==> config.mk <==
export PLATFORM = sky130hd
export DESIGN_NAME = clkModeCtl
export DESIGN_NICKNAME = d
export VERILOG_FILES = /design/src/rtl/clkModePkg.sv /design/src/rtl/clkModeCtlCtrl.sv /design/src/rtl/clkModeCtlDp.sv /design/src/rtl/clkModeCtl.sv
export SDC_FILE = /design/constraint.sdc
export NUM_CORES = 1
export LEC_CHECK = 0
export BUFFER_PORTS_ARGS = -buffer_cell sky130_fd_sc_hd__buf_4
export CORE_MARGIN = 1
export CORE_UTILIZATION = 38
export CTS_CLUSTER_SIZE = 40
export DETAILED_ROUTE_END_ITERATION = 6
export SLEW_MARGIN = 0
export SYNTH_ARGS = -nofsm -noshare
export SYNTH_HDL_FRONTEND = slang
export SYNTH_SLANG_ARGS = --single-unit
==> constraint.sdc <==
create_clock -name clk -period 2.9 [get_ports clk]
set_input_delay 0.29 -clock clk [delete_from_list [all_inputs] [get_ports clk]]
set_output_delay 0.29 -clock clk [all_outputs]
set_load 0.03 [all_outputs]
==> src/rtl/clkModePkg.sv <==
package clkModePkg;
  localparam int DIV_A_W = 5;
  localparam int DIV_B_W = 2;

  typedef enum logic [1:0] {
    SRC_ALIGN = 2'd0,
    SRC_PLL   = 2'd1,
    SRC_REF   = 2'd2,
    SRC_OFF   = 2'd3
  } srcSel_e;

  typedef struct packed {
    logic captureMode;
    logic loadDiv;
    logic markInvalid;
    logic startSettle;
    logic clearSettle;
  } ctlStrobe_t;

  typedef struct packed {
    logic               valid;
    logic [DIV_A_W-1:0] a;
    logic [DIV_B_W-1:0] b;
  } divPair_t;

  function automatic divPair_t decodeMult(input logic [2:0] code);
    divPair_t r;
    r = '{valid: 1'b0, a: DIV_A_W'(4), b: DIV_B_W'(1)};
    case (code)
      3'd0: r = '{valid: 1'b1, a: DIV_A_W'(4),  b: DIV_B_W'(1)};
      3'd1: r = '{valid: 1'b1, a: DIV_A_W'(9),  b: DIV_B_W'(2)};
      3'd2: r = '{valid: 1'b1, a: DIV_A_W'(6),  b: DIV_B_W'(1)};
      3'd4: r = '{valid: 1'b1, a: DIV_A_W'(8),  b: DIV_B_W'(3)};
      3'd5: r = '{valid: 1'b1, a: DIV_A_W'(16), b: DIV_B_W'(3)};
      3'd6: r = '{valid: 1'b1, a: DIV_A_W'(8),  b: DIV_B_W'(1)};
      default: r.valid = 1'b0;
    endcase
    return r;
  endfunction
endpackage

==> src/rtl/clkModeCtlCtrl.sv <==
module clkModeCtlCtrl
  import clkModePkg::*;
(
  input  logic       clk,
  input  logic       rstN,
  input  logic [2:0] multSel,
  input  logic       pwrDnN,
  output ctlStrobe_t strobe
);
  logic [2:0] multPrev;
  divPair_t   dec;

  always_ff @(posedge clk or negedge rstN) begin
    if (!rstN) multPrev <= 3'd0;
    else       multPrev <= multSel;
  end

  always_comb begin
    dec                = decodeMult(multSel);
    strobe.captureMode = !pwrDnN;
    strobe.clearSettle = !pwrDnN;
    strobe.loadDiv     = dec.valid;
    strobe.markInvalid = !dec.valid;
    strobe.startSettle = pwrDnN && dec.valid && (multSel != multPrev);
  end
endmodule

==> src/rtl/clkModeCtlDp.sv <==
module clkModeCtlDp
  import clkModePkg::*;
#(
  parameter int SETTLE_CYCLES = 8
) (
  input  logic               clk,
  input  logic               rstN,
  input  ctlStrobe_t         strobe,
  input  logic [2:0]         modeSel,
  input  logic [2:0]         multSel,
  input  logic               stopN,
  input  logic               pwrDnN,
  output logic [1:0]         srcSel,
  output logic               trueOe,
  output logic               compOe,
  output logic               trueForceLow,
  output logic               compForceLow,
  output logic [DIV_A_W-1:0] divA,
  output logic [DIV_B_W-1:0] divB,
  output logic               multInvalid,
  output logic               settling,
  output logic               poweredDown
);
  logic [2:0] modeQ;
  divPair_t   dec;
  srcSel_e    srcNext;
  logic       drvEn;

  always_comb dec = decodeMult(multSel);

  always_ff @(posedge clk or negedge rstN) begin
    if (!rstN) begin
      modeQ       <= 3'd0;
      divA        <= DIV_A_W'(4);
      divB        <= DIV_B_W'(1);
      multInvalid <= 1'b0;
      poweredDown <= 1'b0;
    end else begin
      poweredDown <= !pwrDnN;
      if (strobe.captureMode) modeQ <= modeSel;
      if (strobe.loadDiv) begin
        divA        <= dec.a;
        divB        <= dec.b;
        multInvalid <= 1'b0;
      end else if (strobe.markInvalid) begin
        multInvalid <= 1'b1;
      end
    end
  end

  generate
    if (SETTLE_CYCLES > 0) begin : g_settle
      localparam int CNT_W = $clog2(SETTLE_CYCLES + 1);
      logic [CNT_W-1:0] settleCnt;
      always_ff @(posedge clk or negedge rstN) begin
        if (!rstN)                  settleCnt <= '0;
        else if (strobe.clearSettle) settleCnt <= '0;
        else if (strobe.startSettle) settleCnt <= CNT_W'(SETTLE_CYCLES);
        else if (settleCnt != '0)   settleCnt <= settleCnt - 1'b1;
      end
      assign settling = (settleCnt != '0);
    end else begin : g_noSettle
      assign settling = 1'b0;
    end
  endgenerate

  always_comb begin
    srcNext   = SRC_OFF;
    drvEn     = 1'b0;
    trueForceLow = 1'b0;
    compForceLow = 1'b0;
    if (!pwrDnN) begin
      trueForceLow = 1'b1;
      compForceLow = 1'b1;
    end else begin
      case (modeQ)
        3'b000:  srcNext = SRC_ALIGN;
        3'b001:  srcNext = SRC_PLL;
        3'b011:  srcNext = SRC_REF;
        default: srcNext = SRC_OFF;
      endcase
      drvEn = (srcNext != SRC_OFF) && stopN;
    end
    srcSel = srcNext;
    trueOe = drvEn;
    compOe = drvEn;
  end
endmodule

==> src/rtl/clkModeCtl.sv <==
module clkModeCtl
  import clkModePkg::*;
#(
  parameter int SETTLE_CYCLES = 8
) (
  input  logic       clk,
  input  logic       rstN,
  input  logic [2:0] modeSel,
  input  logic [2:0] multSel,
  input  logic       stopN,
  input  logic       pwrDnN,
  output logic [1:0] srcSel,
  output logic       trueOe,
  output logic       compOe,
  output logic       trueForceLow,
  output logic       compForceLow,
  output logic [4:0] divA,
  output logic [1:0] divB,
  output logic       multInvalid,
  output logic       settling,
  output logic       poweredDown
);
  ctlStrobe_t strobe;

  clkModeCtlCtrl u_ctrl (
    .clk(clk), .rstN(rstN), .multSel(multSel), .pwrDnN(pwrDnN), .strobe(strobe)
  );

  clkModeCtlDp #(.SETTLE_CYCLES(SETTLE_CYCLES)) u_dp (
    .clk(clk), .rstN(rstN), .strobe(strobe), .modeSel(modeSel),
    .multSel(multSel), .stopN(stopN), .pwrDnN(pwrDnN), .srcSel(srcSel),
    .trueOe(trueOe), .compOe(compOe), .trueForceLow(trueForceLow),
    .compForceLow(compForceLow), .divA(divA), .divB(divB),
    .multInvalid(multInvalid), .settling(settling), .poweredDown(poweredDown)
  );
endmodule

==> results of run 1 <==
-- kinds of logic (layout without fill, tap and decap cells) --
group / count (synthesis) / count (layout)
flip-flops: 19 / 19
multiplexers: 3 / 3
buffers and inverters: 8 / 35
AND/OR/NAND/NOR: 27 / 27
XOR/XNOR: 2 / 2
AO/OA/AOI/OAI: 12 / 12
adder cells (fa/ha/maj): 1 / 1
-- path summary, 6_finish.rpt --
| kind | start | to |
|---|---|---|
| worst min-delay path | multSel[2] | u_ctrl.multPrev[2]$_DFF_PN0_ |
| max in group asynchronous | rstN | u_dp.divA[2]$_DFFE_PN1N_ |
| worst max-delay path | u_dp.g_settle.settleCnt[0]$_DFFE_PN0P_ | settling |
| worst max register to register | u_dp.g_settle.settleCnt[0]$_DFFE_PN0P_ | u_dp.g_settle.settleCnt[0]$_DFFE_PN0P_ |
| min in group asynchronous | rstN | u_dp.divA[4]$_DFFE_PN0N_ |
| worst min register to register | u_dp.divB[0]$_DFFE_PN1N_ | u_dp.divB[0]$_DFFE_PN1N_ |
-- routing by layer --
metal | vias to the layer above | wire [µm] | GRT usage | share of wire
met5 | - | 0 | 0 | 0
met4 | 0 | 14 | 0.0500 | 0.0095
met3 | 2 | 69 | 0.0679 | 0.047
met2 | 12 | 691 | 0.230 | 0.47
met1 | 285 | 696 | 0.186 | 0.47
li1 | 299 | - | - | -
-- area by class of cell --
type,instances,area (µm²),area share
repair buffers,26,198,0.189
well taps,27,33.8,0.0323
clock buffers,3,22.5,0.0216
inverters,5,18.8,0.0180
multi-input cells,45,289,0.277
clock inverters,1,5.00,0.00479
flip-flops and latches,19,478,0.457
-- through the flow --
step	util	total power, mW	hold WS, ns	cell area (µm²)
2_1_floorplan	-	0.386	-0.00559	805
3_3_place_gp	0.508	0.434	0.178	1010
3_5_place_dp	0.508	0.436	0.179	1010
4_1_cts	0.527	0.572	0.131	1040
5_1_grt	0.527	0.597	0.122	1040
6_report	0.527	0.561	0.145	1040
-- repair_timing --
action / CTS / global route
hold buffers: 1 / 0
endpoints found under the hold margin: 17 / 0
resized for setup: 0 / 0
-- power by group --
| part | leakage [nW] | total (mW) | switching (mW) | internal (mW) |
|---|---|---|---|---|
| clock | 0.0177 | 0.130 | 0.0791 | 0.0514 |
| sequential | 0.232 | 0.297 | 0.0121 | 0.285 |
| combinational | 0.256 | 0.133 | 0.0770 | 0.0559 |
-- cell usage in the layout, fill, tap and decap left out, types with 2 or more instances in the layout --
cell / count
a211oi_2: 2
a21oi_1: 5
buf_4: 25
clkbuf_4: 3
dfrtp_1: 17
dfstp_2: 2
inv_1: 5
mux2_2: 3
nand2_1: 5
nand2b_1: 3
nand3_1: 2
nor2_1: 7
nor3_1: 2
o21ai_0: 2
or3_1: 4
-- state kept, by name (all words and copies together), names as in the netlist --
signal / flops
u_ctrl.multPrev: 3
u_dp.divA: 5
u_dp.divB: 2
u_dp.g_settle.settleCnt: 4
u_dp.modeQ: 3
u_dp.multInvalid: 1
u_dp.poweredDown: 1
==> run_results.csv, run 1 <==
group,metric,value,unit
worst_hold_path,hold_path.class,"primary input to flip-flop",
worst_setup_path,slowest_stage,"or3b_2",
sta,drv_slew,0,
synth,synth_seq_area_share,0.594,
routing,wl,1.47,mm
routing,drtIter0Drc,7,
placed_design,place_congestion,0.696,
layout,fin_cells,126,
global_route,grt_max_degree,20,
synth,synth.avg_cell_area,11.2,µm²
synth,yosysTopAreaCell,"dfrtp_1",
worst_setup_path,worstSetupStartpointType,"flip-flop",
synth,ys_warn_count,0,
synth,synth_seq_cells,19,
sta,hold_viol,0,
sta,period_needed,1.96,ns
global_route,grt_antenna_before_repair,0,
sta,skew,0.00610,ns
sta,max_freq,0.511,GHz
floorplanning,pin_count,26,
worst_setup_path,end_kind,"output pin",
cts,post_cts_buffers,0,
placed_design,dpl.cell_count,121,
cts,cts_max_level,1,
power_and_ir_drop,p_leak,0.506,nW
worst_hold_path,min_path_cells,1,
outcome,status,"completed",
sta,setup_viol,0,
synth,syn-num-nets,83,
placed_design,io_buffer_count,25,
worst_setup_path,critical_path_cell_count,4,
synth,synthTopCellsByCount,"dfrtp_1, nor2_1, a21oi_1, inv_1, nand2_1",
synth,synthXorXnorAreaFrac,0.0218,
layout,areaGrowthSynthToFinish,29.9,%
routing,via_count,598,
cts,clock-sinks,19,
layout,n_antenna_cell,0,
worst_setup_path,crit_buf_inv,2,
sta,rsz0062_at_grt,"false",
global_route,grt-ovfl-total,0,
floorplanning,die-area,2300,µm²
worst_setup_path,r2r_cells,5,
sta,post-route-period-util,0.675,
cts,cts_tree,"done",
synth,yosysTopAreaCellShare,0.529,
placed_design,dpl.hpwl,1.07,mm
synth,synthMuxAreaShare,0.0420,
synth,synth.distinct_cells,25,
cts,cts.clk_slew.worst_paths,0.11,ns
floorplanning,design.core.area,1980,µm²
global_route,track_usage,0.149,
layout,drive_gt1_frac,0.374,
synth,synth_edf_count,0,
routing,viasPerCell,4.75,
worst_setup_path,setup.worst_path.class,"flip-flop to output pin",
worst_setup_path,cp_cell_sequence,"inv_1 > ha_1 > or3b_2 > buf_4",
power_and_ir_drop,ir_drop,0.000314,V
synth,syn_inst,72,
synth,yosys.area_share.simple,0.174,
synth,ys.flop_type,"dfrtp_1",
routing,drcViolationCount,0,
synth,synth_compound_area_frac,0.106,
worst_setup_path,worstPathArrival,1.67,ns
global_route,grt_pass1_vias,526,
routing,wire_per_inst,11.7,µm
cts,numCtsBuffers,3,
power_and_ir_drop,p_per_area,537,nW/µm²
cts,cts-root-buf,"clkbuf_4",
run,maxCapViolCount,0,
synth,synth_top_family_by_area,"simple AND/OR/NAND/NOR gates",
cts,clk_latency,0.29,ns
cts,cts_buffer_depth,2,
synth,synth_area,805,µm²
floorplanning,initial_utilization,0.406,
sta,setup_slack,0.941,ns
synth,async_flop_share,1.00,
sta,tightestPinTransition,0.458,ns
sta,slew_headroom,0.692,
floorplanning,num_rows,16,
routing,antenna_left,0,
floorplanning,die_x,48.0,µm
layout,nets,111,
worst_setup_path,cpPeakStageDelay,0.52,ns
routing,dr.pass1.iters,4,
worst_setup_path,cp.required,2.61,ns
worst_setup_path,crit_fanout,4,
sta,tns,0,ns
worst_setup_path,crit_family,"simple AND/OR/NAND/NOR gates",
global_route,grt_pass1_wl,2.26,mm
worst_setup_path,reg2reg_setup_slack,1.38,ns
synth,synth_fa_ha_area_frac,0.0156,
synth,synth.area.top_cells,"dfrtp_1, dfstp_2, mux2_2",
placed_design,place_ws,1.27,ns
floorplanning,fp.dieH,48.0,µm
synth,yosysMostFrequentCell,"dfrtp_1",
layout,fillers,195,
Power figures use the tool's default switching activity.
==> run 2: changes to the inputs <==
--- a/config.mk
+++ b/config.mk
@@ -5,6 +5,7 @@
 export SDC_FILE = /design/constraint.sdc
 export NUM_CORES = 1
 export LEC_CHECK = 0
+export ABC_AREA = 1
 export BUFFER_PORTS_ARGS = -buffer_cell sky130_fd_sc_hd__buf_4
 export CORE_MARGIN = 1
 export CORE_UTILIZATION = 38
==> constraint.sdc (replaced) <==
create_clock -name clk -period 1.8 [get_ports clk]
set_input_delay 0.18 -clock clk [delete_from_list [all_inputs] [get_ports clk]]
set_output_delay 0.18 -clock clk [all_outputs]
set_load 0.03 [all_outputs]
==> run 2 against run 1 <==
Non-clock buffer count did not move. Clock-buffer cell count grew 1. Setup slack worse by 0.71 ns. Hold slack worse by 0.11 ns. Flip-flop and latch count is the same. Design area increased by 4.0%. Critical path depth unchanged. Via count rose by 8.0%. Largest cell class unchanged. First-iteration DRC count up 43%. Synthesized cell count grew 28%. Sequential share of layout area down 1.7 points. Clock power grew 64%.
==> run_results.csv, run 2 <==
group,metric,value,unit
outcome,status,"completed",
synth,ys.flop_type,"dfrtp_1",
global_route,grt_pass1_vias,614,
floorplanning,pin_count,26,
sta,setup_slack,0.235,ns
cts,cts_resized,0,
global_route,met1_usage,0.218,
cts,cts_tree,"done",
global_route,grt_antenna_before_repair,0,
worst_setup_path,r2r-start,"u_dp.g_settle.settleCnt[0]$_DFFE_PN0P_",
worst_setup_path,r2r_cells,5,
worst_setup_path,slowest_stage,"dfrtp_1",
routing,dr.pass1.iters,4,
floorplanning,num_rows,16,
layout,final_cell_mix,"buf_4, nand2_1, dfrtp_1, inv_1, nor2_1",
floorplanning,design.core.area,2040,µm²
routing,drcViolationCount,0,
worst_setup_path,crit_buf_inv,2,
sta,post-route-period-util,0.870,
placed_design,dpl.hpwl,1.16,mm
synth,syn_inst,92,
worst_hold_path,hold_path.class,"primary input to flip-flop",
power_and_ir_drop,p_sw,397,µW
floorplanning,fp.dieH,49.3,µm
worst_setup_path,worstPathArrival,1.39,ns
layout,final_common_cell,"buf_4",
global_route,grt_pass1_wl,2.71,mm
synth,synthTopCellsByCount,"nand2_1, dfrtp_1, inv_1, nor2_1, nand3_1",
synth,synth_seq_area_share,0.562,
worst_setup_path,cpPeakStageDelay,0.37,ns
power_and_ir_drop,swShare,0.356,
global_route,met3_usage,0.0187,
cts,clock-sinks,19,
synth,synth.avg_cell_area,9.25,µm²
sta,tns,0,ns
cts,cts_hold_buffers,1,
global_route,grt_max_degree,20,
cts,cts-root-buf,"clkbuf_4",
run,maxCapViolCount,0,
global_route,use_met2,0.203,
floorplanning,initial_utilization,0.417,
routing,wl,1.59,mm
cts,cts.clk_slew.worst_paths,0.11,ns
sta,tightestPinTransition,0.271,ns
sta,rsz0062_at_grt,"false",
synth,synth_area,851,µm²
cts,numCtsBuffers,3,
synth,synth.distinct_cells,23,
synth,syn-num-nets,103,
sta,whs,0.0396,ns
layout,areaGrowthSynthToFinish,27.6,%
synth,synth_edf_count,0,
routing,via_count,646,
sta,setup_viol,0,
routing,antenna_left,0,
worst_setup_path,worstSetupStartpointType,"flip-flop",
synth,ys_warn_count,0,
cts,cts_buffer_depth,2,
layout,drive_gt1_frac,0.311,
routing,wire_per_inst,10.9,µm
floorplanning,die-area,2430,µm²
power_and_ir_drop,p_per_area,1030,nW/µm²
sta,skew,0.00320,ns
power_and_ir_drop,ir_drop,0.000493,V
worst_setup_path,cp_cell_sequence,"inv_1 > ha_1 > nand3_1 > buf_4",
layout,final_area,1090,µm²
synth,synth.area.top_cells,"dfrtp_1, nand2_1, dfstp_2",
worst_setup_path,crit_fanout,4,
synth,yosysTopAreaCell,"dfrtp_1",
power_and_ir_drop,p_comb_frac,0.355,
worst_hold_path,hp-start,"multSel[2]",
layout,n_antenna_cell,0,
worst_setup_path,worstSetupStartpoint,"u_dp.g_settle.settleCnt[0]$_DFFE_PN0P_",
sta,slew_headroom,0.818,
synth,yosysMostFrequentCell,"nand2_1",
synth,async_flop_share,1.00,
global_route,grt-busiest-layer,"met1",
global_route,track_usage,0.145,
sta,max_freq,0.639,GHz
routing,drtIter0Drc,10,
placed_design,place_congestion,0.796,
placed_design,io_buffer_count,25,
sta,period_needed,1.57,ns
synth,synth_seq_cells,19,
worst_setup_path,setup.worst_path.class,"flip-flop to output pin",
cts,post_cts_buffers,0,
worst_setup_path,crit_family,"flip-flops",
layout,largest_register_ffs,5,
power_and_ir_drop,intPower,719,µW
worst_setup_path,end_kind,"output pin",
cts,cts_max_level,1,
layout,fillers,205,
power_and_ir_drop,finalPower,1.12,mW
cts,clk_latency,0.29,ns
power_and_ir_drop,power.share.clock,0.190,
floorplanning,die_x,49.3,µm
power_and_ir_drop,p_leak,0.579,nW
layout,largest-register,"u_dp.divA",
worst_setup_path,critical_path_cell_count,4,
worst_hold_path,min_path_cells,1,
synth,yosysTopAreaCellShare,0.500,
layout,largestRegisters,"u_dp.divA: 5 flops, u_dp.g_settle.settleCnt: 4 flops",
layout,nets,131,
global_route,grt-ovfl-total,0,
placed_design,place_area,1050,µm²
worst_setup_path,cp.required,1.62,ns
placed_design,place_ws,0.573,ns
sta,hold_viol,0,
power_and_ir_drop,seq_power_share,0.455,
sta,drv_slew,0,
routing,viasPerCell,4.42,
## run 2: changes by cell type in the layout (fill, tap and decap cells not counted), moves of 3 or more
cell      previous run  this run
nand2_1              5        19
or3_1                4         0
inv_1                5        11
mux2_2               3         0
nand2b_1             3         0
a21oi_1              5         2
nor2_1               7        11
## run 2: power by group through the flow
stage / logic, mW / clock network (mW) / registers (mW)
2_1_floorplan: 0.256 / 0 / 0.539
3_3_place_gp: 0.388 / 0 / 0.515
3_5_place_dp: 0.396 / 0 / 0.516
4_1_cts: 0.399 / 0.221 / 0.508
5_1_grt: 0.441 / 0.239 / 0.515
6_report: 0.396 / 0.213 / 0.508
## run 2: through the flow
step | std cells | utilization
6_report | 146 | 0.532
5_1_grt | 146 | 0.532
4_1_cts | 146 | 0.532
3_5_place_dp | 141 | 0.514
3_3_place_gp | 141 | 0.514
2_1_floorplan | 92 | -
## run 2: cells by family after synthesis
family	count (synthesis)	synth area share
xor gates and xnor gates	3	0.0309
and+or+nand+nor	43	0.238
DFF	19	0.562
adders and majority gates	1	0.0147
AOI/OAI and AO/OA	10	0.0691
buffers and inverters	16	0.0853
## run 2: metal layers
| layer | wire length (µm) | vias to the layer above |
|---|---|---|
| li1 | - | 341 |
| met1 | 798 | 289 |
| met2 | 711 | 14 |
| met3 | 64 | 2 |
| met4 | 13 | 0 |
| met5 | 0 | - |
## run 2: area by class of cell
class                      count  area, µm²  share of cell area
timing repair buffer          26        198               0.182
sequential                    19        478               0.440
clock buffer                   4       26.3              0.0242
multi-input combinational     57        300               0.276
tap                           27       33.8              0.0311
inverter                      13       50.0              0.0461
## run 2: path summary, 6_finish.rpt
check / slack [ns] / endpoint
worst max-delay path: 0.23 / settling
worst min-delay path: 0.04 / u_ctrl.multPrev[2]$_DFF_PN0_
min in group asynchronous: 0.29 / u_dp.g_settle.settleCnt[3]$_DFFE_PN0P_
worst max register to register: 0.58 / u_dp.g_settle.settleCnt[0]$_DFFE_PN0P_
worst min register to register: 0.49 / u_dp.divA[2]$_DFFE_PN1N_
max in group asynchronous: 1.25 / u_dp.divB[0]$_DFFE_PN1N_
==> run 3: changes to the inputs <==
==> constraint.sdc (replaced) <==
create_clock -name clk -period 1.32 [get_ports clk]
set_input_delay 0.132 -clock clk [delete_from_list [all_inputs] [get_ports clk]]
set_output_delay 0.132 -clock clk [all_outputs]
set_load 0.03 [all_outputs]
==> run 3 against run 2 <==
The run now ends with negative setup slack left. Critical path depth is the same. Flip-flop and latch count unchanged. Design area rose by 11%. Cell count increased by 5.5%. Utilization rose by 5.6 points. Die area unchanged. Global-route usage rose by 1.4 points. Hold slack improved by 0.0013 ns. Via count increased by 11%. Largest power group is now combinational cells. Highest routed layer unchanged.
==> run_results.csv, run 3 (synthesized netlist as in run 2, its figures left out) <==
group,metric,value,unit
outcome,status,"complete, but fails checks",
outcome,violations,"negative setup slack",
routing,dr.pass1.iters,4,
cts,numCtsBuffers,3,
floorplanning,pin_count,26,
placed_design,place_congestion,0.720,
worst_setup_path,crit_fanout,2,
worst_hold_path,min_path_cells,3,
floorplanning,die-area,2430,µm²
routing,antenna_left,0,
cts,cts-root-buf,"clkbuf_4",
layout,drive_gt1_frac,0.394,
power_and_ir_drop,p_per_area,1460,nW/µm²
sta,max_freq,0.756,GHz
routing,wl,1.73,mm
layout,nets,139,
layout,final_util,0.588,
power_and_ir_drop,ir_drop,0.000843,V
worst_setup_path,cp.required,1.19,ns
global_route,grt-ovfl-total,0,
cts,cts_max_level,1,
routing,wire_per_inst,11.2,µm
power_and_ir_drop,finalPower,1.75,mW
cts,clock-sinks,19,
sta,skew,0.00542,ns
worst_setup_path,worstSetupStartpointType,"flip-flop",
routing,drtIter0Drc,8,
routing,viasPerCell,4.66,
layout,final_cell_mix,"buf_4, nand2_1, dfrtp_1, inv_1, nor2_1",
global_route,grt_pass1_wl,2.92,mm
sta,rsz0062_at_grt,"true",
sta,setup_slack,-0.00302,ns
sta,period_needed,1.32,ns
global_route,grt_antenna_before_repair,0,
layout,final_common_cell,"buf_4",
cts,clk_latency,0.29,ns
worst_setup_path,r2r-start,"u_dp.g_settle.settleCnt[0]$_DFFE_PN0P_",
sta,slew_headroom,0.805,
cts,cts_tree,"done",
worst_setup_path,r2r_cells,8,
floorplanning,fp.dieH,49.3,µm
sta,setup_viol,1,
global_route,grt_pass1_vias,678,
floorplanning,design.core.area,2040,µm²
cts,cts.clk_slew.worst_paths,0.11,ns
sta,drv_slew,0,
placed_design,dpl.cell_count,141,
sta,hold_viol,0,
worst_setup_path,worstPathArrival,1.19,ns
worst_hold_path,min_to,"u_dp.modeQ[0]$_DFFE_PN0N_",
sta,post-route-period-util,1.00,
cts,cts_buffer_depth,2,
floorplanning,initial_utilization,0.417,
floorplanning,num_rows,16,
layout,fin_cells,154,
routing,drcViolationCount,0,
sta,tightestPinTransition,0.291,ns
layout,final_area,1200,µm²
power_and_ir_drop,p_leak,0.624,nW
worst_hold_path,hp-start,"modeSel[0]",
layout,largest_register_ffs,5,
placed_design,place_ws,0.174,ns
layout,largestRegisters,"u_dp.divA: 5 flops, u_dp.g_settle.settleCnt: 4 flops",
worst_setup_path,r2r_end,"u_dp.g_settle.settleCnt[1]$_DFFE_PN0P_",
global_route,track_usage,0.159,
worst_setup_path,setup.worst_path.class,"flip-flop to output pin",
run,maxCapViolCount,0,
worst_hold_path,hold_path.class,"primary input to flip-flop",
worst_setup_path,end_kind,"output pin",
layout,n_antenna_cell,0,
global_route,grt_max_degree,20,
layout,areaGrowthSynthToFinish,41.2,%
placed_design,dpl.hpwl,1.20,mm
layout,largest-register,"u_dp.divA",
worst_setup_path,reg2reg_setup_slack,0.16,ns
placed_design,place_area,1060,µm²
routing,via_count,717,
floorplanning,die_x,49.3,µm
placed_design,io_buffer_count,25,
-- run 3: area by class of cell --
cell class,instances,area [µm²]
Timing Repair Buffer,34,277
Inverter,13,50.0
Clock buffer,4,26.3
Tap cell,27,33.8
Multi-Input combinational cell,57,337
Fill cell,196,841
Sequential cell,19,478
-- run 3: through the flow --
stage               hold slack, ns  setup TNS (ns)
floorplan                   -0.164               0
global placement            0.0176               0
detailed placement          0.0176               0
CTS                         0.0368         -0.0126
global route                0.0462          -0.234
finish                      0.0409        -0.00302
-- run 3: repair_timing --
item | in CTS | in global routing
resized for setup | 9 | 2
hold buffers | 4 | 0
pin swaps | 2 | 1
hold endpoints to repair | 22 | 0
endpoints found under the setup margin | 4 | 5
buffers inserted | 1 | 4
-- run 3: worst max-delay path by stage --
| stage | from | to | slack, ns | cells past startpoint |
|---|---|---|---|---|
| 2_1_floorplan | pwrDnN | trueOe | 0.01 | 6 |
| 3_3_place_gp | u_dp.g_settle.settleCnt[0]$_DFFE_PN0P_ | u_dp.g_settle.settleCnt[1]$_DFFE_PN0P_ | 0.17 | 6 |
| 3_5_place_dp | u_dp.g_settle.settleCnt[0]$_DFFE_PN0P_ | u_dp.g_settle.settleCnt[1]$_DFFE_PN0P_ | 0.17 | 7 |
| 4_1_cts | u_dp.modeQ[2]$_DFFE_PN0N_ | srcSel[0] | -0.01 | 4 |
| 5_1_grt | u_dp.modeQ[2]$_DFFE_PN0N_ | srcSel[0] | -0.08 | 4 |
| 6_report | u_dp.modeQ[2]$_DFFE_PN0N_ | srcSel[0] | -0.003 | 4 |
-- run 3: report_power, final --
group | leakage (nW) | total [mW] | internal [mW] | switching (mW)
registers | 0.230 | 0.698 | 0.661 | 0.0371
logic | 0.379 | 0.758 | 0.349 | 0.409
clock network | 0.0150 | 0.292 | 0.117 | 0.175
total | 0.624 | 1.75 | 1.13 | 0.621
-- run 3: per-layer routing --
| metal | part of all wire | global-route usage | routed length [µm] | vias to the layer above |
|---|---|---|---|---|
| li1 | - | - | - | 356 |
| met2 | 0.50 | 0.267 | 868 | 11 |
| met3 | 0.029 | 0.0218 | 51 | 2 |
| met1 | 0.46 | 0.201 | 796 | 348 |
| met5 | 0 | 0 | 0 | - |
| met4 | 0.0075 | 0.0735 | 13 | 0 |
-- run 3: critical path, stage by stage, from the launching register on --
cell	delay, ns
dfrtp_1	0.41
nor2_2	0.12
o21ai_2	0.08
a21o_1	0.16
buf_6	0.13
